[config.mk]
export PLATFORM = sky130hd
export DESIGN_NAME = lcd_mux_drive
export DESIGN_NICKNAME = d
export VERILOG_FILES = /design/src/rtl/lcdw_pkg.sv /design/src/rtl/lcdw_scan.sv /design/src/rtl/lcdw_port_map.sv /design/src/rtl/lcdw_seg_drv.sv /design/src/rtl/lcd_mux_drive.sv
export SDC_FILE = /design/constraint.sdc
export NUM_CORES = 1
export LEC_CHECK = 0
export ABC_AREA = 1
export CAP_MARGIN = 20
export CELL_PAD_IN_SITES_DETAIL_PLACEMENT = 1
export CELL_PAD_IN_SITES_GLOBAL_PLACEMENT = 1
export CORE_ASPECT_RATIO = 0.75
export CORE_MARGIN = 10
export CORE_UTILIZATION = 41
export CTS_CLUSTER_DIAMETER = 150
export DETAILED_ROUTE_END_ITERATION = 10
export DONT_BUFFER_PORTS = 1
export PLACE_DENSITY = 0.9
export SYNTH_ARGS = -nofsm -noshare
export SYNTH_HDL_FRONTEND = slang
export SYNTH_SLANG_ARGS = --single-unit
[constraint.sdc]
create_clock -name clk -period 4.3 [get_ports clk]
set_clock_uncertainty 0.1 [all_clocks]
set_input_delay 0.43 -clock clk [delete_from_list [all_inputs] [get_ports clk]]
set_output_delay 0.43 -clock clk [all_outputs]
set_load 0.005 [all_outputs]
[src/rtl/lcdw_pkg.sv]
package lcdw_pkg;
    localparam int NCOM_MAX = 4;
    localparam int NPORT    = 4;

    localparam logic [1:0] LV_GND  = 2'd0;
    localparam logic [1:0] LV_THIRD = 2'd1;
    localparam logic [1:0] LV_TWO3 = 2'd2;
    localparam logic [1:0] LV_FULL = 2'd3;

    typedef struct packed {
        logic [1:0] phase;
        logic       half;
    } scan_t;

    function automatic logic [1:0] com_level(input logic sel, input logic half);
        if (sel) return half ? LV_GND : LV_FULL;
        return half ? LV_TWO3 : LV_THIRD;
    endfunction

    function automatic logic [1:0] seg_level(input logic lit, input logic half);
        if (lit) return half ? LV_FULL : LV_GND;
        return half ? LV_THIRD : LV_TWO3;
    endfunction
endpackage

[src/rtl/lcdw_scan.sv]
module lcdw_scan
    import lcdw_pkg::*;
(
    input  logic       clk,
    input  logic       rst_n,
    input  logic       tick,
    input  logic       three_com,
    output logic [1:0] phase_o,
    output logic       half_o
);
    scan_t st_d, st_q;
    logic [1:0] last;

    always_comb begin
        last = three_com ? 2'd2 : 2'd3;
        st_d = st_q;
        if (tick) begin
            if (st_q.phase >= last) begin
                st_d.phase = 2'd0;
                st_d.half  = ~st_q.half;
            end else begin
                st_d.phase = st_q.phase + 2'd1;
            end
        end
    end

    always_ff @(posedge clk or negedge rst_n) begin
        if (!rst_n) st_q <= '0;
        else        st_q <= st_d;
    end

    assign phase_o = (three_com && st_q.phase == 2'd3) ? 2'd0 : st_q.phase;
    assign half_o  = st_q.half;

    p_hold_r2: assert property (@(posedge clk) disable iff (!rst_n)
        !tick |=> $stable(st_q));
    p_wrap_flip_r2: assert property (@(posedge clk) disable iff (!rst_n)
        (tick && st_q.phase >= last) |=> (st_q.phase == 2'd0 && st_q.half != $past(st_q.half)));
    p_step_r2: assert property (@(posedge clk) disable iff (!rst_n)
        (tick && st_q.phase < last) |=> (st_q.phase == $past(st_q.phase) + 2'd1 && $stable(st_q.half)));
endmodule

[src/rtl/lcdw_port_map.sv]
module lcdw_port_map
    import lcdw_pkg::*;
(
    input  logic             clk,
    input  logic             rst_n,
    input  logic [2:0]       code,
    input  logic             inhibit_n,
    output logic [NPORT-1:0] mask_o
);
    always_comb begin
        mask_o = '0;
        if (!inhibit_n) begin
            mask_o = '1;
        end else if (code <= 3'(NPORT)) begin
            for (int k = 0; k < NPORT; k++)
                mask_o[k] = (k < int'(code));
        end
    end

    p_thermo_r6: assert property (@(posedge clk) disable iff (!rst_n)
        (mask_o & (mask_o + 1'b1)) == '0);
    p_fallback_r6: assert property (@(posedge clk) disable iff (!rst_n)
        (inhibit_n && code > 3'(NPORT)) |-> mask_o == '0);
endmodule

[src/rtl/lcdw_seg_drv.sv]
module lcdw_seg_drv
    import lcdw_pkg::*;
(
    input  logic       clk,
    input  logic       rst_n,
    input  logic [3:0] grp,
    input  logic [1:0] phase,
    input  logic       half,
    input  logic       blank,
    input  logic       off,
    input  logic       inhibit_n,
    input  logic       port_en,
    output logic [1:0] lvl
);
    logic lit;

    always_comb begin
        lit = ~blank & grp[phase];
        if (port_en)  lvl = (grp[0] & inhibit_n) ? LV_FULL : LV_GND;
        else if (off) lvl = LV_GND;
        else          lvl = seg_level(lit, half);
    end

    p_blank_r8: assert property (@(posedge clk) disable iff (!rst_n)
        (blank && !off && !port_en) |-> (lvl == LV_THIRD || lvl == LV_TWO3));
    p_port_static_r7: assert property (@(posedge clk) disable iff (!rst_n)
        port_en |-> (lvl == LV_FULL || lvl == LV_GND));
endmodule

[src/rtl/lcd_mux_drive.sv]
module lcd_mux_drive
    import lcdw_pkg::*;
#(
    parameter int NSEG = 6
) (
    input  logic                clk,
    input  logic                rst_n,
    input  logic                frame_tick,
    input  logic [4*NSEG-1:0]   disp_bits,
    input  logic                three_com,
    input  logic                seg_blank,
    input  logic                power_save,
    input  logic                inhibit_n,
    input  logic [2:0]          port_sel,
    output logic [2*NCOM_MAX-1:0] com_lvl_o,
    output logic [2*NSEG-1:0]   seg_lvl_o,
    output logic [NPORT-1:0]    port_mode_o
);
    localparam int DW = 4 * NSEG;

    logic [1:0] phase;
    logic       half;
    logic       off;
    logic [1:0] extra_lvl;
    logic [NCOM_MAX-1:0] com_drv;

    assign off = ~inhibit_n | power_save;

    lcdw_scan u_scan (
        .clk(clk), .rst_n(rst_n), .tick(frame_tick), .three_com(three_com),
        .phase_o(phase), .half_o(half)
    );

    lcdw_port_map u_map (
        .clk(clk), .rst_n(rst_n), .code(port_sel), .inhibit_n(inhibit_n),
        .mask_o(port_mode_o)
    );

    for (genvar k = 0; k < NSEG; k++) begin : g_seg
        logic [3:0] grp;
        assign grp = three_com ? {1'b0, disp_bits[3*k +: 3]} : disp_bits[4*k +: 4];
        lcdw_seg_drv u_drv (
            .clk(clk), .rst_n(rst_n), .grp(grp), .phase(phase), .half(half),
            .blank(seg_blank), .off(off), .inhibit_n(inhibit_n),
            .port_en((k < NPORT) ? port_mode_o[k] : 1'b0),
            .lvl(seg_lvl_o[2*k +: 2])
        );
    end

    lcdw_seg_drv u_extra (
        .clk(clk), .rst_n(rst_n), .grp({1'b0, disp_bits[3*NSEG +: 3]}),
        .phase(phase), .half(half), .blank(seg_blank), .off(off),
        .inhibit_n(inhibit_n), .port_en(1'b0), .lvl(extra_lvl)
    );

    for (genvar i = 0; i < NCOM_MAX; i++) begin : g_com
        logic [1:0] cl;
        assign cl = off ? LV_GND : com_level(phase == 2'(i), half);
        if (i == NCOM_MAX - 1) begin : g_shared
            assign com_lvl_o[2*i +: 2] = three_com ? extra_lvl : cl;
        end else begin : g_plain
            assign com_lvl_o[2*i +: 2] = cl;
        end
        assign com_drv[i] = (com_lvl_o[2*i +: 2] == LV_FULL) || (com_lvl_o[2*i +: 2] == LV_GND);
    end

    p_inhibit_r10: assert property (@(posedge clk) disable iff (!rst_n)
        !inhibit_n |-> (com_lvl_o == '0 && seg_lvl_o == '0 && port_mode_o == '1));
    p_psave_r9: assert property (@(posedge clk) disable iff (!rst_n)
        (inhibit_n && power_save) |-> com_lvl_o[5:0] == '0);
    p_one_sel_r3: assert property (@(posedge clk) disable iff (!rst_n)
        (inhibit_n && !power_save && !three_com) |-> $countones(com_drv) == 1);
    p_one_sel3_r5: assert property (@(posedge clk) disable iff (!rst_n)
        (inhibit_n && !power_save && three_com) |-> $countones(com_drv[2:0]) == 1);
endmodule

**After elaboration in Yosys (flattened, before gate mapping)**

Cells that the tools add are included.

- Register bits after elaboration: 3
- Output and inout port bits: 24
- Input bits: 34

- $lt $le $gt $ge: 7
- $add $sub $neg: 1
- Eq/ne operators: 4
- Bitwise operators: 15
- Muxes and demuxes: 93
- Reductions and logical operators: 3

Operators with widths:

| kind | count |
|---|---|
| 2-bit 2-to-1 mux | 48 |
| 4-bit 2-to-1 mux | 8 |
| 1-bit 2-to-1 mux | 30 |
| 1-bit binary-select mux with 2-bit select | 7 |
| 1-bit bitwise AND | 11 |
| 2-bit equality test (second input constant) | 3 |
| 1-bit by 3-bit less-than comparator with 1-bit output (first input constant) | 2 |
| 2-bit by 3-bit less-than comparator with 1-bit output (first input constant) | 2 |
| 3-bit less-or-equal comparator (second input constant) | 1 |
| 2-bit by 3-bit less-than comparator with 1-bit output (second input constant) | 1 |
| 1-bit inverter | 3 |
| 2-bit by 1-bit adder with 2-bit output (second input constant) | 1 |
| 2-bit by 1-bit equality test with 1-bit output (second input constant) | 1 |
| 2-bit greater-or-equal comparator | 1 |
| 2-bit zero test | 1 |
| 2-bit AND reduction | 1 |
| 1-bit logical AND | 1 |
| 1-bit bitwise OR | 1 |

**Longest topological paths before layout**

Gate-level depths: netlist of run 1.

- Depth after elaboration: 12
- Depth in mapped cells: 11

**Modules after synthesis**

A second synthesis of run 1 with hierarchy kept.

- Cell total of the unflattened synthesis: 282
- Area, all modules: 1290.0 um2

Modules (own cells, without submodules):

| module | cells each | area an instance (um2) | instances |
|---|---|---|---|
| lcdw_seg_drv | 23 | 97.6 | 7 |
| lcd_mux_drive | 87 | 372.9 | 1 |
| lcdw_scan | 24 | 185.2 | 1 |
| lcdw_port_map | 10 | 48.8 | 1 |

**Worst setup path after synthesis of run 1**

Ideal clock, no wire load.

- Path kind: flip-flop to output port
- Start: reg u_scan.st_q[1] (netlist bit)
- End: out seg_lvl_o[1]
- Cell stages (with the launch flop): 11
- Arrival time: 1.398 ns
- Setup slack: 2.372 ns
- Path through: dfrtp_1 -> ha_1 -> nand2_2 -> o21ai_2 -> nand2_1 -> clkinv_1 -> nor2_1 -> nand2_1 -> nand2_1 -> nand3_1 -> nand2_1

- Word-level cells in the longest chain between the ends: 12

Ends and longest elaborated chain:

| element | RTL line | source |
|---|---|---|
| start, declared | lcdw_scan.sv:11 | `scan_t st_d, st_q;` |
| start signal, assigned | lcdw_scan.sv:29 | `else st_q <= st_d;` |
| 2-bit equality test | lcdw_scan.sv:32 | `assign phase_o = (three_com && st_q.phase == 2'd3) ? 2'd0 : st_q.phase;` |
| 1-bit logical AND | lcdw_scan.sv:32 |  |
| 2-bit 2-to-1 mux (*) | lcdw_scan.sv:32 |  |
| 1-bit binary-select mux with 2-bit select (*) | lcdw_seg_drv.sv:18 | `lit = ~blank & grp[phase];` |
| 1-bit 2-to-1 mux (not written as such) (*) | lcdw_seg_drv.sv:18 |  |
| 1-bit bitwise AND (*) | lcdw_seg_drv.sv:18 |  |
| 1-bit 2-to-1 mux (*) | lcdw_pkg.sv:21 | `if (lit) return half ? LV_FULL : LV_GND;` |
| 1-bit 2-to-1 mux (*) | lcdw_seg_drv.sv:20 | `else if (off) lvl = LV_GND;` |
| 1-bit 2-to-1 mux (*) | lcdw_seg_drv.sv:19 | `if (port_en) lvl = (grp[0] & inhibit_n) ? LV_FULL : LV_GND;` |
| 2-bit 2-to-1 mux (*) | lcdw_pkg.sv:22 | `return half ? LV_THIRD : LV_TWO3;` |
| 2-bit 2-to-1 mux (*) | lcdw_seg_drv.sv:20 |  |
| 2-bit 2-to-1 mux (*) | lcdw_seg_drv.sv:19 |  |
| end, declared | lcd_mux_drive.sv:16 | `output logic [2*NSEG-1:0] seg_lvl_o,` |

Every way passes the cells marked *; elsewhere a longest branch is shown, timed or not. The select of a mux whose other input is x is not followed.

**Worst setup path in the final report of run 1**

- Start: reg u_scan.st_q, in the netlist u_scan.half_o
- End: out seg_lvl_o[7]

- Word-level cells in the longest chain between the ends: 5

Ends and longest elaborated chain:

| element | RTL line |
|---|---|
| 2-bit 2-to-1 mux (2 in a row) | lcdw_pkg.sv:21 |
| 2-bit 2-to-1 mux (*) | lcdw_pkg.sv:22 |
| 2-bit 2-to-1 mux (*) | lcdw_seg_drv.sv:20 |
| 2-bit 2-to-1 mux (*) | lcdw_seg_drv.sv:19 |

Marks and branches as above.

==> reports/qor.txt, run 1 <==
Outcome = finished, final reports clean
Total track usage = 15.1%
Root buffer cell = clkbuf_4
Yosys top cell by area = nor2_1
Share of cells above drive strength 1 = 6.76%
Final cell count without fillers = 241
Post-Syn Area = 0.00104 mm²
Crit path kind = flop to primary output
Slowest CP cell = dfrtp_1
Clock Latency Late Sink = 240 ps
RSZ-0062 raised after global routing = no
Final setup violation count = 0
Layout Nets = 244
Worst path required time = 3770 ps
Ys flop type = dfrtp_1
TritonCTS buffer count = 3
Die height = 63.5 µm
Num ports = 58
Synth Area per Inst = 4.80 µm²
DR WL/cell = 15.7 µm
Pwr Total = 451 µW
Total grt overflow = 0
Gate Count Post-Synth = 216
Switch Pwr = 272 µW
Worst slew margin = 69.6%
Initial antenna violation count = 0
Final worst path period need = 2500 ps
Global routing met1 resource utilization = 19.0%
First-pass GRT wire length = 6.36 mm
Synth-to-Final Area Change = -0.845%
Clock transition at path regs = 40 ps
H-tree depth = 1
Part of the cycle the worst path needs = 58.2%
Seq. cell area = 75.1 µm²
Rows = 15
TNS Setup = 0 ps
Net Count, Synth = 252
Pre-CTS setup slack = 2040 ps
CTS tree = yes
Crit-path cells = inv_1 > nor2_2 > inv_1 > o21ai_1 > nand2_1 > nand2_1
Number of synthesized flops with an enable pin = 0
Clock Power Share = 11.3%
Drt pass-1 iters = 4
Multi-input gate area = 779 µm²
Most used routing layer = met2
Core region area = 0.00235 mm²
Synth warn = 0
Commonest cells post-synth = nor2_1 (59), nand2_1 (57), inv_1 (20)
Hpwl dp = 3.14 mm
Worst vdd ir = 0.000102 V
Critical Path End Type = primary output
# diodes = 0
Seq pwr share = 19.0%
Max-slew violations = 0
Worst path max stage delay = 610 ps
I/O Buffers = 0
Clk sink count = 3
Async SR Flop Fraction = 100%
GP Congestion = 0.804
Synth top area share = 21.4%
Critical Path Start Type = flop
WL final = 3.79 mm
1st-iter DRT viols = 63
Max Freq = 0.400 GHz
Hold Path Class = input pin to flop
Final Util = 43.8%
Via count = 1,277
Worst Path Arrival = 1970 ps
Initial Utilization = 44.2%
Dpl cells = 236
Max FO, Critical Path = 12
Net Sw Frac = 60.4%
Max-cap check violation count = 0
Number of global-route vias before repair = 1,275
Die Wd = 78.0 µm
DRC = 0
Fin. Hold Viols = 0
Fillcell total = 387
Seq/Total Area, Yosys = 7.25%
Final WS setup = 1800 ps
Postcts setup bufs = 0
Routed Antenna Nets = 0
Total power per unit cell area = 439 mW/mm²
Yosys cell types = 22
Worst slew pin tran = 456 ps
Gate power share = 69.7%
Leading post-synthesis cells by cell area = nor2_1 (21%), nand2_1 (21%), dfrtp_1 (7.2%)
GR Util met2 = 24.1%
Int Pwr = 179 µW
Largest net degree at the start of global routing = 24
Cts repair resizes = 0
DIE AREA = 0.00496 mm²
Post-synthesis register bit count = 3
Global-route met3 utilization = 3.82%
Most common cell in the netlist = nor2_1
Longest Clk Path Bufs = 2
Via density = 5.30
Static leakage = 0.000558 µW
final timing paths:
check	start	end	slack, ps	depth (start not counted)
max	u_scan.half_o$_DFFE_PN0P_	seg_lvl_o[7]	1800	6
min	frame_tick	u_scan.st_q[1]$_DFFE_PN0P_	260	2
max reg2reg	u_scan.st_q[1]$_DFFE_PN0P_	u_scan.half_o$_DFFE_PN0P_	2730	6
min reg2reg	u_scan.st_q[1]$_DFFE_PN0P_	u_scan.st_q[1]$_DFFE_PN0P_	610	2
max in group asynchronous	rst_n	u_scan.st_q[1]$_DFFE_PN0P_	3620	1
min in group asynchronous	rst_n	u_scan.st_q[2]$_DFFE_PN0P_	340	1
worst max-delay path: cells and delay by family (launching register included):
kind                   cells  cell delay, ps
and+or+nand+nor            3             430
buffers and inverters      2             450
AOI/OAI and AO/OA          1             240
DFF                        1             610
area by class of cell:
type / instances / share of cell area [%]
Clock buffer: 4 / 2.56
Inverter: 25 / 9.14
Multi-Input combinational cell: 174 / 75.9
Sequential cell: 3 / 7.31
Tap cell: 34 / 4.14
Timing Repair Buffer: 1 / 0.974
metal layers:
layer  up-vias  wire [µm]
met4         0         52
li1        648          -
met5         -          0
met1       580       1750
met3         6        277
met2        43       1710
repair_timing:
item | CTS | global route
hold endpoints to repair | 3 | 0
hold buffers | 1 | 0
setup endpoints to repair | 0 | 0
placed cells by master, fill, tap and decap left out, drive strengths merged:
cell and n:
dlygate4sd3 1, a21oi 6, nor2 61, xor2 3, dfrtp 3, clkbuf 4, nand2 58, nand3 18
o21ai 21, inv 24, o21bai 1, nor3 2, nand4 2, clkinv 1, ha 2
power by group through the flow:
stage | registers (µW) | logic (µW) | clock network, µW
global route | 89.2 | 366 | 54.4
floorplan | 56.7 | 282 | 0
global placement | 83.8 | 304 | 0
finish | 85.6 | 314 | 51.1
CTS | 84.8 | 319 | 53.0
detailed placement | 85.0 | 316 | 0
cell families (layout without fill, tap and decap cells):
logic type / Yosys count / in the layout / share of synthesized area [%]
adder cells (fa/ha/maj): 2 / 2 / 2.42
AO/OA/AOI/OAI: 28 / 28 / 14.1
buffers and inverters: 39 / 30 / 17.5
AND/OR/NAND/NOR: 141 / 141 / 56.2
XOR/XNOR: 3 / 3 / 2.54
flip-flops: 3 / 3 / 7.25
stage by stage:
stage / cell area, µm² / hold WS (ps)
floorplan: 1040 / 34.4
global placement: 991 / 34.5
detailed placement: 991 / 34.5
CTS: 1030 / 255
global route: 1030 / 272
finish: 1030 / 255
state kept, by name, summed over array words and instances (netlist names):
name / flops
u_scan.half_o: 1
u_scan.st_q: 2
No activity file was read; power rests on OpenSTA's default activity.
==> run 2: changes to the inputs <==
--- a/config.mk
+++ b/config.mk
@@ -11,11 +11,11 @@
 export CELL_PAD_IN_SITES_GLOBAL_PLACEMENT = 1
 export CORE_ASPECT_RATIO = 0.75
 export CORE_MARGIN = 10
-export CORE_UTILIZATION = 41
+export CORE_UTILIZATION = 38
 export CTS_CLUSTER_DIAMETER = 150
 export DETAILED_ROUTE_END_ITERATION = 10
 export DONT_BUFFER_PORTS = 1
-export PLACE_DENSITY = 0.9
+export PLACE_DENSITY = 0.85
 export SYNTH_ARGS = -nofsm -noshare
 export SYNTH_HDL_FRONTEND = slang
 export SYNTH_SLANG_ARGS = --single-unit
==> constraint.sdc (replaced) <==
create_clock -name clk -period 2.6 [get_ports clk]
set_clock_uncertainty 0.1 [all_clocks]
set_input_delay 0.26 -clock clk [delete_from_list [all_inputs] [get_ports clk]]
set_output_delay 0.26 -clock clk [all_outputs]
set_load 0.005 [all_outputs]
==> run 2 against run 1 <==
Effect of this change:
- clock-buffer cell count stayed put
- critical path depth rose by 3
- total power rose by 62%
- non-clock buffer count did not move
- flip-flop and latch count unchanged
- routed wire length down 4.9%
- design area grew 0.24%
- final cell count up 0.83%
- register-to-register slack worse by 1700 ps
- via count is 4.2% lower
- sequential power grew 60%
- first-iteration DRC count down 32%
- critical path type unchanged
- critical endpoint is now com_lvl_o[7]
- largest cell class unchanged
==> reports/qor.txt, run 2 (synthesis gave the netlist of run 1 again) <==
Share of cells above drive strength 1 = 6.76% (unchanged)
Critical Path End Type = primary output
Static leakage = 0.000558 µW (unchanged)
Final setup violation count = 0 (unchanged)
Max Freq = 0.444 GHz
Cts repair resizes = 0 (unchanged)
DIE AREA = 0.00524 mm² (+5.6%)
Clk sink count = 3 (unchanged)
Largest net degree at the start of global routing = 24 (unchanged)
Largest register FFs = 2 (unchanged)
# diodes = 0 (unchanged)
Worst path required time = 2240 ps (-1530 ps)
I/O Buffers = 0 (unchanged)
Root buffer cell = clkbuf_4
Critical Path Start Type = flop
Clock transition at path regs = 40 ps (about the same)
Via density = 5.04 (-4.9%)
Max-slew violations = 0 (unchanged)
Core region area = 0.00260 mm² (+11%)
Longest Clk Path Bufs = 2 (unchanged)
Worst Path Arrival = 1890 ps (-80 ps)
Die Wd = 80.3 µm (+2.9%)
Hpwl dp = 2.98 mm (-5.0%)
First-pass GRT wire length = 5.78 mm (-9.1%)
RSZ-0062 raised after global routing = no
Max FO, Critical Path = 8 (-4)
Final Util = 39.6% (-4.2 points)
Via count = 1,224 (-4.2%)
Worst vdd ir = 0.000172 V (+68%)
TritonCTS buffer count = 3 (unchanged)
Most frequent cells in the layout = nor2_1 (59), nand2_1 (57), inv_1 (20)
Outcome = finished, final reports clean
Die height = 65.2 µm (+2.7%)
Final worst path period need = 2250 ps
GP Congestion = 0.834 (+3.6%)
Drt pass-1 iters = 4 (unchanged)
Pre-CTS setup slack = 594 ps (-1450 ps)
CTS tree = yes
1st-iter DRT viols = 43 (-32%)
Total power per unit cell area = 711 mW/mm² (+62%)
DRC = 0 (unchanged)
Total track usage = 13.2% (-1.9 points)
Rows = 16 (+1)
TNS Setup = 0 ps (unchanged)
DR WL/cell = 14.8 µm (-5.6%)
Fin. Hold Viols = 0 (unchanged)
Num ports = 58 (unchanged)
Initial Utilization = 39.8% (-4.4 points)
H-tree depth = 1 (unchanged)
Worst slew margin = 71.2% (+1.6 points)
Max-cap check violation count = 0 (unchanged)
Total grt overflow = 0 (unchanged)
Hold Path Class = input pin to flop
Clock Latency Late Sink = 230 ps (about the same)
Synth-to-Final Area Change = -0.604%
Top reg by flops = u_scan.st_q
Postcts setup bufs = 0 (unchanged)
Layout Nets = 244 (unchanged)
WL final = 3.61 mm (-4.9%)
Routed Antenna Nets = 0 (unchanged)
Part of the cycle the worst path needs = 86.5%
Number of global-route vias before repair = 1,247 (-2.2%)
Worst slew pin tran = 432 ps (-23.7 ps)
Initial antenna violation count = 0 (unchanged)
Crit path kind = flop to primary output
Commonest non-fill, non-tap cell in the layout = nor2_1
Final WS setup = 350 ps (-1450 ps)
==> run 2: cell counts in the layout (fill, tap and decap cells not counted) <==
Identical to the previous run, type by type.
==> run 2: area by class of cell <==
type                       count  area (µm²)
multi-input combinational    174         779
clock buffer                   4        26.3
timing repair buffer           1        10.0
tap                           36        45.0
fill                         404        1570
inverter                      25        93.8
sequential                     3        75.1
==> run 2: report_power, final <==
group / switching [µW] / internal (µW) / total (µW)
registers: 67.5 / 69.3 / 137
logic: 346 / 169 / 514
clock network: 23.3 / 57.5 / 80.7
==> run 2: through the flow <==
| step | power [µW] | hold WS [ps] | instances | cell area (µm²) |
|---|---|---|---|---|
| 3_3_place_gp | 639 | -135 | 238 | 993 |
| 2_1_floorplan | 560 | -136 | 216 | 1040 |
| 6_report | 732 | 93.1 | 243 | 1030 |
| 4_1_cts | 741 | 95.0 | 243 | 1030 |
| 5_1_grt | 832 | 80.7 | 243 | 1030 |
| 3_5_place_dp | 647 | -135 | 238 | 993 |
==> run 2: final timing paths <==
check,startpoint,endpoint,slack (ps),cells after the start
worst min register to register,u_scan.st_q[1]$_DFFE_PN0P_,u_scan.st_q[1]$_DFFE_PN0P_,600,2
max in group asynchronous,rst_n,u_scan.st_q[1]$_DFFE_PN0P_,2070,1
worst max register to register,u_scan.st_q[1]$_DFFE_PN0P_,u_scan.half_o$_DFFE_PN0P_,1020,6
min in group asynchronous,rst_n,u_scan.st_q[2]$_DFFE_PN0P_,180,1
worst max-delay path,u_scan.st_q[2]$_DFFE_PN0P_,com_lvl_o[7],350,9
worst min-delay path,frame_tick,u_scan.st_q[1]$_DFFE_PN0P_,90,2
==> run 2: what timing repair did <==
| action | 4_1_cts | 5_1_grt |
|---|---|---|
| setup endpoints to repair | 0 | 0 |
| hold endpoints to repair | 3 | 0 |
| hold buffers | 1 | 0 |
==> run 2: per-layer routing <==
| metal | share of wire (%) | GRT usage (%) | vias up |
|---|---|---|---|
| li1 | - | - | 646 |
| met1 | 44 | 16.1 | 549 |
| met2 | 47 | 22.7 | 29 |
| met3 | 8.9 | 3.94 | 0 |
| met4 | 0 | 1.97 | 0 |
| met5 | 0 | 0 | - |
==> run 2: worst max-delay path: stages (launching register included) <==
cell     delay [ps]
dfrtp_1         520
ha_1            240
nand2_2         120
o21ai_2         200
nand2_1         110
nand3_1         110
nand3_1          70
nand2_1          80
nor2_1           40
nor2_1          160
